--- config.mk ---
export PLATFORM = sky130hd
export DESIGN_NAME = mode_bank_regfile
export DESIGN_NICKNAME = d
export VERILOG_FILES = /design/src/rtl/banked_rf_pkg.sv /design/src/rtl/bank_map.sv /design/src/rtl/gpr_store.sv /design/src/rtl/status_bank.sv /design/src/rtl/mode_bank_regfile.sv
export SDC_FILE = /design/constraint.sdc
export NUM_CORES = 2
export LEC_CHECK = 0
export BUFFER_PORTS_ARGS = -buffer_cell sky130_fd_sc_hd__buf_2
export CELL_PAD_IN_SITES_DETAIL_PLACEMENT = 2
export CELL_PAD_IN_SITES_GLOBAL_PLACEMENT = 2
export CORE_UTILIZATION = 44
export DETAILED_ROUTE_END_ITERATION = 10
export PLACE_DENSITY_LB_ADDON = 0.1
export SYNTH_ARGS = -nofsm -noshare
export SYNTH_HDL_FRONTEND = slang
export SYNTH_SLANG_ARGS = --single-unit
--- constraint.sdc ---
create_clock -name clk -period 6.1 [get_ports clk]
set_input_delay 0 -clock clk [delete_from_list [all_inputs] [get_ports clk]]
set_output_delay 0 -clock clk [all_outputs]
set_load 0.005 [all_outputs]
--- src/rtl/banked_rf_pkg.sv ---
// Package: shared widths, mode encoding and bank layout for the banked file.
// Assumes: 31 general physical registers laid out as user(0-15), fast(16-22),
// normal irq(23-24), supervisor(25-26), abort(27-28), undefined(29-30).
package banked_rf_pkg;

    localparam int DATA_W    = 32;
    localparam int IDX_W     = 4;
    localparam int MODE_W    = 5;
    localparam int NUM_GPR   = 31;
    localparam int PHYS_W    = $clog2(NUM_GPR);
    localparam int NUM_SAVED = 5;
    localparam int SLOT_W    = $clog2(NUM_SAVED);

    localparam int FAST_BASE = 16;
    localparam int IRQ_BASE  = 23;
    localparam int SVC_BASE  = 25;
    localparam int ABT_BASE  = 27;
    localparam int UND_BASE  = 29;

    localparam logic [MODE_W-1:0] CODE_USR = 5'h10;
    localparam logic [MODE_W-1:0] CODE_FIQ = 5'h11;
    localparam logic [MODE_W-1:0] CODE_IRQ = 5'h12;
    localparam logic [MODE_W-1:0] CODE_SVC = 5'h13;
    localparam logic [MODE_W-1:0] CODE_ABT = 5'h17;
    localparam logic [MODE_W-1:0] CODE_UND = 5'h1B;
    localparam logic [MODE_W-1:0] CODE_SYS = 5'h1F;

    localparam logic [DATA_W-1:0] STATUS_RESET = 32'h0000_0013;

    typedef enum logic [2:0] {
        MD_USR, MD_FIQ, MD_IRQ, MD_SVC, MD_ABT, MD_UND, MD_SYS
    } mode_e;

    // Turn a 5-bit mode code into a mode; unknown codes act as user.
    function automatic mode_e decode_mode(input logic [MODE_W-1:0] code);
        case (code)
            CODE_FIQ: return MD_FIQ;
            CODE_IRQ: return MD_IRQ;
            CODE_SVC: return MD_SVC;
            CODE_ABT: return MD_ABT;
            CODE_UND: return MD_UND;
            CODE_SYS: return MD_SYS;
            default:  return MD_USR;
        endcase
    endfunction

    // True for the five modes that own a saved status register.
    function automatic logic has_saved(input mode_e m);
        return (m != MD_USR) && (m != MD_SYS);
    endfunction

    // Saved-register slot of an exception mode.
    function automatic logic [SLOT_W-1:0] saved_slot(input mode_e m);
        case (m)
            MD_IRQ:  return SLOT_W'(1);
            MD_SVC:  return SLOT_W'(2);
            MD_ABT:  return SLOT_W'(3);
            MD_UND:  return SLOT_W'(4);
            default: return SLOT_W'(0);
        endcase
    endfunction

endpackage

--- src/rtl/bank_map.sv ---
// Module: bank_map
// Translates an architectural index plus the current mode into a physical
// general-register number. Purely combinational; one instance per port.
// Assumes the bank layout defined in banked_rf_pkg.
module bank_map
    import banked_rf_pkg::*;
(
    input  mode_e               mode,
    input  logic [IDX_W-1:0]    idx,
    output logic [PHYS_W-1:0]   phys
);

    logic             is_upper;
    logic             is_sp_lr;
    logic [PHYS_W-1:0] sp_lr_off;

    assign is_upper  = (idx >= 4'd8) && (idx <= 4'd14);
    assign is_sp_lr  = (idx == 4'd13) || (idx == 4'd14);
    assign sp_lr_off = {{(PHYS_W-1){1'b0}}, ~idx[0]};

    // Select the physical register for this index in this mode.
    always_comb begin
        phys = PHYS_W'(idx);
        if (mode == MD_FIQ && is_upper) begin
            phys = PHYS_W'(FAST_BASE) + PHYS_W'(idx - 4'd8);
        end else if (is_sp_lr) begin
            case (mode)
                MD_IRQ:  phys = PHYS_W'(IRQ_BASE) + sp_lr_off;
                MD_SVC:  phys = PHYS_W'(SVC_BASE) + sp_lr_off;
                MD_ABT:  phys = PHYS_W'(ABT_BASE) + sp_lr_off;
                MD_UND:  phys = PHYS_W'(UND_BASE) + sp_lr_off;
                default: phys = PHYS_W'(idx);
            endcase
        end
    end

endmodule

--- src/rtl/gpr_store.sv ---
// Module: gpr_store
// Physical general-register array with one synchronous write port and two
// combinational read ports. Read-during-write returns the old contents.
// Assumes physical indices below NUM_GPR.
module gpr_store
    import banked_rf_pkg::*;
(
    input  logic               clk,
    input  logic               rst_n,
    input  logic               we,
    input  logic [PHYS_W-1:0]  w_phys,
    input  logic [DATA_W-1:0]  w_data,
    input  logic [PHYS_W-1:0]  ra_phys,
    input  logic [PHYS_W-1:0]  rb_phys,
    output logic [DATA_W-1:0]  ra_data,
    output logic [DATA_W-1:0]  rb_data
);

    logic [DATA_W-1:0] regs [NUM_GPR];

    // Clear on reset, otherwise store the write port.
    always_ff @(posedge clk) begin
        if (!rst_n) begin
            for (int i = 0; i < NUM_GPR; i++) begin
                regs[i] <= '0;
            end
        end else if (we) begin
            regs[w_phys] <= w_data;
        end
    end

    assign ra_data = regs[ra_phys];
    assign rb_data = regs[rb_phys];

endmodule

--- src/rtl/status_bank.sv ---
// Module: status_bank
// Holds the shared current status register and the five saved status
// registers. Exception entry copies the pre-edge current status into the
// target's saved register and takes priority over a saved-status write.
// Assumes cur_mode is decoded from this block's own status output.
module status_bank
    import banked_rf_pkg::*;
(
    input  logic               clk,
    input  logic               rst_n,
    input  mode_e              cur_mode,
    input  logic               status_we,
    input  logic [DATA_W-1:0]  status_wd,
    input  logic               saved_we,
    input  logic [DATA_W-1:0]  saved_wd,
    input  logic               exc_entry,
    input  logic [MODE_W-1:0]  exc_target,
    output logic [DATA_W-1:0]  status_q,
    output logic [DATA_W-1:0]  saved_q
);

    logic [DATA_W-1:0] status_r;
    logic [DATA_W-1:0] saved_r [NUM_SAVED];
    mode_e             tgt_mode;
    logic              exc_ok;
    logic              saved_ok;

    assign tgt_mode = decode_mode(exc_target);
    assign exc_ok   = exc_entry && has_saved(tgt_mode);
    assign saved_ok = saved_we && has_saved(cur_mode);

    // Current status register: reset to supervisor, then plain write.
    always_ff @(posedge clk) begin
        if (!rst_n) begin
            status_r <= STATUS_RESET;
        end else if (status_we) begin
            status_r <= status_wd;
        end
    end

    for (genvar s = 0; s < NUM_SAVED; s++) begin : g_saved
        logic hit_exc;
        logic hit_wr;
        assign hit_exc = exc_ok   && (saved_slot(tgt_mode) == SLOT_W'(s));
        assign hit_wr  = saved_ok && (saved_slot(cur_mode) == SLOT_W'(s));

        // Saved slot: exception copy first, then software write.
        always_ff @(posedge clk) begin
            if (!rst_n) begin
                saved_r[s] <= '0;
            end else if (hit_exc) begin
                saved_r[s] <= status_r;
            end else if (hit_wr) begin
                saved_r[s] <= saved_wd;
            end
        end
    end

    assign status_q = status_r;
    assign saved_q  = has_saved(cur_mode) ? saved_r[saved_slot(cur_mode)] : '0;

endmodule

--- src/rtl/mode_bank_regfile.sv ---
// Module: mode_bank_regfile (top)
// Mode-banked 32-bit register file: two read ports and one write port, each
// translated through the mode held in status bits [4:0], plus current and
// saved status registers with an exception-entry copy.
// Assumes all port inputs are synchronous to clk.
module mode_bank_regfile
    import banked_rf_pkg::*;
(
    input  logic               clk,
    input  logic               rst_n,
    input  logic [IDX_W-1:0]   rd_a_idx,
    output logic [DATA_W-1:0]  rd_a_data,
    input  logic [IDX_W-1:0]   rd_b_idx,
    output logic [DATA_W-1:0]  rd_b_data,
    input  logic               wr_en,
    input  logic [IDX_W-1:0]   wr_idx,
    input  logic [DATA_W-1:0]  wr_data,
    input  logic               status_wr_en,
    input  logic [DATA_W-1:0]  status_wr_data,
    output logic [DATA_W-1:0]  status_q,
    input  logic               saved_wr_en,
    input  logic [DATA_W-1:0]  saved_wr_data,
    output logic [DATA_W-1:0]  saved_q,
    input  logic               exc_entry,
    input  logic [MODE_W-1:0]  exc_target
);

    localparam int NUM_PORTS = 3;   // read A, read B, write

    mode_e             cur_mode;
    logic [IDX_W-1:0]  port_idx  [NUM_PORTS];
    logic [PHYS_W-1:0] port_phys [NUM_PORTS];

    assign cur_mode    = decode_mode(status_q[MODE_W-1:0]);
    assign port_idx[0] = rd_a_idx;
    assign port_idx[1] = rd_b_idx;
    assign port_idx[2] = wr_idx;

    for (genvar p = 0; p < NUM_PORTS; p++) begin : g_map
        bank_map i_map (
            .mode (cur_mode),
            .idx  (port_idx[p]),
            .phys (port_phys[p])
        );
    end

    gpr_store i_gpr (
        .clk     (clk),
        .rst_n   (rst_n),
        .we      (wr_en),
        .w_phys  (port_phys[2]),
        .w_data  (wr_data),
        .ra_phys (port_phys[0]),
        .rb_phys (port_phys[1]),
        .ra_data (rd_a_data),
        .rb_data (rd_b_data)
    );

    status_bank i_status (
        .clk        (clk),
        .rst_n      (rst_n),
        .cur_mode   (cur_mode),
        .status_we  (status_wr_en),
        .status_wd  (status_wr_data),
        .saved_we   (saved_wr_en),
        .saved_wd   (saved_wr_data),
        .exc_entry  (exc_entry),
        .exc_target (exc_target),
        .status_q   (status_q),
        .saved_q    (saved_q)
    );

endmodule

==> run summary <==
Area growth syn-to-layout: 14.2%
Total GRT Usage: 39.5%
Seq cells post-synth: 1,216
share of cells above drive strength 1: 19.9%
Pleak: 28.0 nW
Sink Count: 1,216
Final Max Slew Viols: 5
Max stage delay on crit path: 1230 ps
Bufs on Longest Clock Path: 3
GRT met2 Usage: 63.4%
Routed WL: 313,000 µm
max_cap viols: 2
die area: 156,000 µm²
crit path max-delay cell type: a311oi_1
final hold vios: 0
crit path buf inv count: 2
failing checks: capacitance limit, slew limit
DRT antenna net count: 0
via-per-instance ratio: 7.05
Setup Skew: 27.0 ps
outcome: complete, but fails checks
CP startpoint kind: flop
Crit path required time: 6100 ps
number of global-route vias before repair: 58,400
Starting Density: 44.5%
Hold Crit Class: input pin to flop
setup TNS: 0 ps
crit path kind: flop to output pin
Initial DRT Pass Iterations: 8
Seq/Total Area, Yosys: 53.2%
Critical Path Fanout Max: 95
clock latency on the worst-skew pair: 810 ps
Synth Warn #: 0
clock transition at the registers of the reported paths: 60 ps
VDD IR max: 0.000316 V
final period utilization: 96.9%
EDFF count, synth: 1,184
Slew headroom: -5.80%
number of top-level pins: 247
HPWL after DPL: 189,000 µm
Final Wtd Congestion: 0.886
ys async rst share: 0%
Hold Worst Slack: 38.2 ps
PwrDens: 283 nW/µm²
DR vias: 56,000
# setup viols final: 0
Clock Root Buffer: clkbuf_16
critical path endpoint category: output pin
PortBufs: 246
largest cells by area after synthesis: edfxtp_1 (52%), mux4_2 (11%), and2_1 (9.2%), clkbuf_1 (2.6%), a22o_1 (1.9%)
met3 Usage GRT: 8.29%
routed len/inst: 39.4 µm
met1 Resource Use GR: 51.6%
Post-CTS Resized: 0
FMAX: 169 MHz
Row Count: 143
DR DRC count: 0
ys flop type: edfxtp_1
area leader, netlist: edfxtp_1
Avg Cell Area, Syn: 12.0 µm²
final core utilization: 50.9%
Worst Max-Slew Pin Slew: 1580 ps
DIE WIDTH: 395 µm
initial DRC count: 7,121
Largest delay share family, worst path: compound AO/OA/AOI/OAI gates
RSZ-0062 raised after global routing: no
post-CTS setup buffers: 0
global-route wire length before repair: 443,000 µm
CTS H-tree depth: 4
Yosys top cell area share: 52.2%
Cells after Synth: 5,650
initial antenna violation count: 41
post-synthesis cell type count: 80
TritonCTS Buffers: 146
Tot Pwr: 22.0 mW
worst path cell trace: and4b_4 > buf_4 > nand2_8 > o32ai_1 > nor4_1 > a311oi_1 > nor4_2 > buf_2
Tmin final: 5910 ps
die extent in y: 395 µm
crit path DAT: 5910 ps
nets: 5,892
Place WS: 1250 ps
area of the core: 153,000 µm²
busiest grt layer: met2
synthesized area: 68,000 µm²
total gr overflow: 0
Final WS setup: 188 ps
CTS tree: done
largest net degree at the start of global routing: 128
## power breakdown
group | leakage [nW] | internal, mW | total [mW] | switching [mW]
clock network | 2.24 | 4.86 | 8.67 | 3.81
registers | 12.6 | 9.51 | 9.75 | 0.242
logic | 13.2 | 1.15 | 3.59 | 2.43
## synthesized netlist by cell type, types with 22 or more instances
master / count
a311oi_1: 62
a211oi_1: 80
o21ai_0: 156
mux2i_1: 86
o2111ai_1: 34
a21oi_1: 248
nand3b_1: 36
o211ai_1: 35
clkbuf_1: 475
o221ai_1: 32
and3_1: 92
o221a_2: 32
o22ai_1: 126
nor2b_1: 70
nor3_1: 209
dfxtp_1: 32
clkbuf_2: 22
o32ai_1: 34
o31ai_1: 102
o41ai_1: 24
edfxtp_1: 1184
mux4_2: 320
buf_1: 32
or3_1: 126
and2_1: 1000
nor2_1: 150
mux2_2: 32
nor4_1: 85
a22o_1: 148
buf_4: 25
buf_2: 84
nand2_1: 290
## metrics by stage
stage / std cells / cell area [µm²]
after floorplan: 5681 / 68200
after global placement: 7518 / 71700
after detailed placement: 7518 / 71700
after CTS: 7920 / 77700
after global routing: 7928 / 77700
final: 7940 / 77700
## final timing paths
path / slack [ps] / depth (start not counted) / endpoint / start
hold / removal: 40 / 4 / i_status.status_q[9] / status_wr_data[9]
setup reg to reg: 1420 / 10 / i_gpr.regs[3][10] / i_status.status_q[0]
setup / recovery: 190 / 8 / rd_b_data[19] / i_status.status_q[4]
hold reg to reg: 650 / 2 / i_status.status_q[8] / i_status.status_q[8]
## sequential cells by signal, indices dropped and copies added (netlist names)
register	flops
i_gpr.regs	1024
i_status.saved_r	160
i_status.status_q	32
## cell type report
class                      instances  area, µm²
antenna                           20       50.0
clock buffer                     182       3880
clock inverter                    83        673
fill                           14500      75100
inverter                           8       37.5
multi-input combinational       3812      30000
sequential                      1216      36200
tap                             2030       2540
timing repair buffer             589       4390
## cell families after synthesis
logic type	Yosys count	synth area share (%)
DFF	1216	53.2
muxes	439	12.4
AOI/OAI and AO/OA	1178	12.2
other	1	0.00551
buffers and inverters	653	4.01
and+or+nand+nor	2161	18.1
xor gates and xnor gates	2	0.0257
## layout by cell type, fill, tap and decap left out, drive strengths merged, types with 34 or more instances in the layout
cell type       n
a211oi         81
a21oi         249
a22o          148
a311oi         62
and2         1000
and3           92
buf           452
clkbuf        182
clkinv         67
dlygate4sd3   137
edfxtp       1184
mux2i          87
mux4          320
nand2         290
nand3b         36
nor2          161
nor2b          70
nor3          212
nor4           85
o2111ai        34
o211ai         35
o21ai         159
o22ai         126
o31ai         102
o32ai          34
or3           127
## routing by layer
layer / wire length, µm / up-vias
li1: - / 22000
met1: 119000 / 29500
met2: 148000 / 3597
met3: 32100 / 791
met4: 13600 / 22
met5: 163 / -
## repair_timing
item	CTS	global route
endpoints found under the hold margin	1214	0
setup endpoints to repair	0	0
hold buffers	137	0
## worst register-to-register path: stages, from the launching register on
cell and delay, ps:
dfxtp_1 780, clkinv_1 540, a211o_1 360, a21oi_1 180, mux2i_2 130, or3b_1 400, buf_4 250, nor3_4 180
buf_4 430, nand2b_2 740, buf_4 380
No activity file was read; power rests on OpenSTA's default activity.
